**src/rtl/field_wr_port_pkg.sv**
```systemverilog
package field_wr_port_pkg;

  typedef enum logic [1:0] {
    ST_HOLD  = 2'd0,
    ST_ARMED = 2'd1,
    ST_START = 2'd2,
    ST_RUN   = 2'd3
  } wrState_e;

  typedef struct packed {
    logic clear;
    logic advance;
    logic write;
  } wrStrobe_t;

endpackage

```
**src/rtl/field_wr_port_ctrl.sv**
```systemverilog
module field_wr_port_ctrl
  import field_wr_port_pkg::*;
#(
  parameter int HOLD_CYCLES = 8
) (
  input  logic      clk,
  input  logic      rstN,
  input  logic      wrReset,
  input  logic      wrEn,
  input  logic      inEn,
  output wrStrobe_t strb,
  output logic      holdErr
);

  localparam int CW = $clog2(HOLD_CYCLES + 1);
  localparam logic [CW-1:0] HOLD_LOAD = CW'(HOLD_CYCLES);
  localparam logic [CW-1:0] HOLD_LAST = CW'(1);

  wrState_e      state;
  logic [CW-1:0] holdCnt;

  always_ff @(posedge clk or negedge rstN) begin
    if (!rstN) begin
      state   <= ST_HOLD;
      holdCnt <= HOLD_LOAD;
      holdErr <= 1'b0;
    end else if (wrReset) begin
      state   <= ST_HOLD;
      holdCnt <= HOLD_LOAD;
      holdErr <= 1'b0;
    end else begin
      unique case (state)
        ST_HOLD: begin
          if (wrEn) holdErr <= 1'b1;
          if (holdCnt <= HOLD_LAST) state <= ST_ARMED;
          else holdCnt <= holdCnt - 1'b1;
        end
        ST_ARMED: begin
          if (wrEn) state <= ST_START;
        end
        ST_START: begin
          if (!wrEn) holdErr <= 1'b1;
          state <= ST_RUN;
        end
        default: state <= ST_RUN;
      endcase
    end
  end

  always_comb begin
    strb.clear   = wrReset;
    strb.advance = (state == ST_RUN) && wrEn && !wrReset;
    strb.write   = strb.advance && inEn;
  end

endmodule

```
**src/rtl/field_wr_port_path.sv**
```systemverilog
module field_wr_port_path
  import field_wr_port_pkg::*;
#(
  parameter int DEPTH = 1024,
  parameter int DW    = 16,
  localparam int AW   = $clog2(DEPTH)
) (
  input  logic          clk,
  input  logic          rstN,
  input  wrStrobe_t     strb,
  input  logic [DW-1:0] dataIn,
  output logic          ramWe,
  output logic [AW-1:0] ramAddr,
  output logic [DW-1:0] ramData
);

  localparam logic [AW-1:0] LAST_ADDR = AW'(DEPTH - 1);

  logic          s1Adv;
  logic          s1Wr;
  logic [DW-1:0] s1Data;
  logic [AW-1:0] ptr;
  logic [AW-1:0] ptrNext;

  always_comb begin
    ptrNext = (ptr == LAST_ADDR) ? '0 : ptr + 1'b1;
  end

  always_ff @(posedge clk or negedge rstN) begin
    if (!rstN) begin
      s1Adv   <= 1'b0;
      s1Wr    <= 1'b0;
      s1Data  <= '0;
      ptr     <= '0;
      ramWe   <= 1'b0;
      ramAddr <= '0;
      ramData <= '0;
    end else if (strb.clear) begin
      s1Adv   <= 1'b0;
      s1Wr    <= 1'b0;
      s1Data  <= '0;
      ptr     <= '0;
      ramWe   <= 1'b0;
      ramAddr <= '0;
      ramData <= '0;
    end else begin
      s1Adv   <= strb.advance;
      s1Wr    <= strb.write;
      s1Data  <= dataIn;
      ramWe   <= s1Wr;
      ramAddr <= ptr;
      ramData <= s1Data;
      if (s1Adv) ptr <= ptrNext;
    end
  end

endmodule

```
**src/rtl/field_wr_port.sv**
```systemverilog
module field_wr_port
  import field_wr_port_pkg::*;
#(
  parameter int DEPTH       = 1024,
  parameter int DW          = 16,
  parameter int HOLD_CYCLES = 8,
  localparam int AW         = $clog2(DEPTH)
) (
  input  logic          clk,
  input  logic          rstN,
  input  logic          wrReset,
  input  logic          wrEn,
  input  logic          inEn,
  input  logic [DW-1:0] dataIn,
  output logic          ramWe,
  output logic [AW-1:0] ramAddr,
  output logic [DW-1:0] ramData,
  output logic          holdErr
);

  wrStrobe_t strb;

  field_wr_port_ctrl #(.HOLD_CYCLES(HOLD_CYCLES)) u_ctrl (
    .clk     (clk),
    .rstN    (rstN),
    .wrReset (wrReset),
    .wrEn    (wrEn),
    .inEn    (inEn),
    .strb    (strb),
    .holdErr (holdErr)
  );

  field_wr_port_path #(.DEPTH(DEPTH), .DW(DW)) u_path (
    .clk     (clk),
    .rstN    (rstN),
    .strb    (strb),
    .dataIn  (dataIn),
    .ramWe   (ramWe),
    .ramAddr (ramAddr),
    .ramData (ramData)
  );

endmodule

```
**config.mk**
```make
export PLATFORM = sky130hd
export DESIGN_NAME = field_wr_port
export DESIGN_NICKNAME = d
export VERILOG_FILES = /design/src/rtl/field_wr_port_pkg.sv /design/src/rtl/field_wr_port_ctrl.sv /design/src/rtl/field_wr_port_path.sv /design/src/rtl/field_wr_port.sv
export SDC_FILE = /design/constraint.sdc
export NUM_CORES = 1
export LEC_CHECK = 0
export BUFFER_PORTS_ARGS = -buffer_cell sky130_fd_sc_hd__clkbuf_2
export CORE_MARGIN = 2
export CORE_UTILIZATION = 55
export DETAILED_ROUTE_END_ITERATION = 8
export PLACE_DENSITY = 0.8
export SLEW_MARGIN = 20
export SYNTH_ARGS = -nofsm -noshare
export SYNTH_HDL_FRONTEND = slang
export SYNTH_HIERARCHICAL = 1
export SYNTH_SLANG_ARGS = --single-unit
```
**constraint.sdc**
```tcl
create_clock -name clk -period 2.79 [get_ports clk]
set_clock_uncertainty 0.1 [all_clocks]
set_input_delay 0.4185 -clock clk [delete_from_list [all_inputs] [get_ports clk]]
set_output_delay 0.4185 -clock clk [all_outputs]
set_load 0.005 [all_outputs]
```
==> results.json <==
{
  "status": "finished, final reports clean",
  "core_sq_um": 4090,
  "slew_violations": 0,
  "ys_warn_count": 6,
  "die_w_microns": 69.8,
  "synth.area.top_cells": "dfrtp_1, nor2b_1, nor2_1",
  "cts_buffers": 9,
  "period_share_pct": 59.6,
  "drc_errors": 0,
  "yosys.area_share.adder_pct": 1.57,
  "synth_top_family_by_area": "simple AND/OR/NAND/NOR gates",
  "grt_pass1_wl_microns": 7040,
  "crit_path_end_kind": "register",
  "die_area_sq_um": 4880,
  "p_total_w": 0.00215,
  "finalSetupViolCount": 0,
  "fillers": 289,
  "tns_ps": 0,
  "cp.arrival_ps": 1780,
  "fmax_mhz": 601,
  "die_h_microns": 69.8,
  "synth_nets": 215,
  "drive_gt1_share_pct": 30.0,
  "synthXorXnorAreaFrac_pct": 1.47,
  "area_delta_synth_final_pct": 21.2,
  "hold_violations": 0,
  "path_max_fanout": 5,
  "drv_cap": 0,
  "ys_ff_latch": 62,
  "cts_setup_buffers": 0,
  "cp-start-kind": "register",
  "clk_latency_ps": 340,
  "cts_tree": "yes",
  "synth_compound_area_share_pct": 5.98,
  "io_buffer_count": 48,
  "cts-htree-levels": 3,
  "drt-wirelength-per-cell_microns": 13.1,
  "placed_cell_area_sq_um": 2670,
  "period_minus_slack_ps": 1660,
  "final_cell_mix": "dfrtp_1, clkbuf_2, nor2b_1",
  "clockBufferDepth": 2,
  "synth.avg_cell_area_sq_um": 12.5,
  "antenna_found_initial": 0,
  "via_per_inst": 4.98,
  "ys_seq_area_share_pct": 65.1,
  "synthSimpleGateAreaFrac_pct": 21.2,
  "n_antenna_cell": 0,
  "grt_max_degree": 63,
  "max_slew_margin_pct": 50.7,
  "hold_buffers": 0,
  "power_leakage_nw": 1.46,
  "synthMuxAreaShare_pct": 1.73,
  "synth_top_cell_by_area": "dfrtp_1",
  "peakVddDrop_mv": 0.465,
  "worstPathRequired_ps": 2910,
  "rows": 23,
  "start_util_pct": 58.3,
  "grt_usage_pct": 19.2,
  "clkTransAtPathRegs_ps": 70,
  "yosys.area.top_type_share_pct": 64.0,
  "path_class": "register to register",
  "gr-total-overflow": 0,
  "first_pass_iters": 4,
  "post_cts_resized": 0,
  "ant_nets": 0,
  "routabilityCongestion": 0.843,
  "grt_pass1_vias": 1514,
  "root_buffer": "clkbuf_8",
  "final_cell_area_sq_um": 2890,
  "hold_path.class": "input port to async pin",
  "mappedNetlistArea_sq_um": 2380,
  "rsz0062_at_grt": "false",
  "wirelength_microns": 3930,
  "drtIter0Drc": 114,
  "vias": 1495,
  "num_io_pins": 49,
  "syn_inst": 191,
  "nets": 269,
  "p_per_area_nw_per_um2": 745,
  "clkSinkCount": 62,
  "dp_hpwl_microns": 2460,
  "synth.distinct_cells": 42,
  "worst_pin_slew_ps": 740,
  "final_common_cell": "dfrtp_1"
}
-- worst max-delay path, cell delays in order, from the launching register on --
cell and delay, ps:
dfrtp_1 420, ha_1 250, nand2_1 170, nor3_1 250
mux2_2 360
-- Yosys cell counts (all sizes together) --
| master | count |
|---|---|
| mux2 | 3 |
| o21ai | 3 |
| nor3b | 1 |
| a31oi | 1 |
| and2 | 1 |
| and3 | 1 |
| o41ai | 1 |
| o31a | 1 |
| nand2 | 5 |
| o2bb2ai | 2 |
| o211ai | 1 |
| nand3b | 1 |
| buf | 3 |
| or4b | 1 |
| nand4b | 1 |
| nand4 | 2 |
| clkbuf | 5 |
| and4 | 2 |
| xor2 | 4 |
| or4 | 1 |
| nor2b | 44 |
| inv | 7 |
| or3 | 3 |
| dfrtp | 61 |
| dfstp | 1 |
| a41o | 1 |
| nor2 | 15 |
| or2 | 1 |
| o311ai | 1 |
| nand3 | 2 |
| ha | 3 |
| nor3 | 2 |
| nor4 | 1 |
| o2111ai | 1 |
| o31ai | 1 |
| a21oi | 7 |
-- metal layers --
metal	track usage (%)	vias up	share of wire, %
met1	22.9	700	42
met3	6.83	8	6.0
li1	-	740	-
met5	0	-	0
met4	10.9	0	2.4
met2	30.1	47	50
-- metrics by stage --
step | hold WS (ps) | utilization (%) | std cells | setup slack [ps]
CTS | 142 | 70.7 | 300 | 1160
global route | 177 | 70.7 | 300 | 981
floorplan | 22.9 | - | 191 | 1270
finish | 143 | 70.7 | 300 | 1130
global placement | 341 | 65.2 | 284 | 1070
detailed placement | 348 | 65.2 | 284 | 1010
-- path summary, 6_finish.rpt --
| check | slack, ps | cells after the start | from | to |
|---|---|---|---|---|
| setup / recovery | 1130 | 4 | u_path/ptr[0] | u_path/ptr[8] |
| hold / removal | 140 | 2 | rstN | u_path/ramAddr[9] |
| setup reg to reg | 1130 | 4 | u_path/ptr[0] | u_path/ptr[8] |
| hold reg to reg | 360 | 1 | u_path/s1Data[4] | u_path/ramData[4] |
| max in group asynchronous | 1970 | 2 | rstN | u_path/ramData[3] |
| min in group clk | 200 | 2 | dataIn[14] | u_path/s1Data[14] |
-- area by class of cell --
class / count / area [sq um] / area share (%)
inverters: 7 / 26.3 / 0.909
well taps: 50 / 62.6 / 2.17
clock buffers: 10 / 138 / 4.76
multi-input cells: 114 / 762 / 26.4
flip-flops and latches: 62 / 1550 / 53.7
clock inverters: 6 / 85.1 / 2.94
repair buffers: 51 / 263 / 9.09
-- logic make-up after synthesis --
group | after synthesis
fa+ha+maj | 3
simple gates | 84
compound gates | 20
xor+xnor | 4
mux | 3
flops | 62
buf+inv | 15
-- state kept, by name, indices dropped and copies added, names as in the netlist, 2 cells and up --
| register | count |
|---|---|
| u_path/ptr | 10 |
| u_path/ramAddr | 10 |
| u_path/s1Data | 16 |
| u_ctrl/state | 2 |
| u_ctrl/holdCnt | 4 |
| u_path/ramData | 16 |
-- power by group --
group          internal [W]  switching [W]
sequential         0.000960      0.0000515
combinational      0.000140       0.000140
clock              0.000523       0.000337
Power figures use the tool's default switching activity.
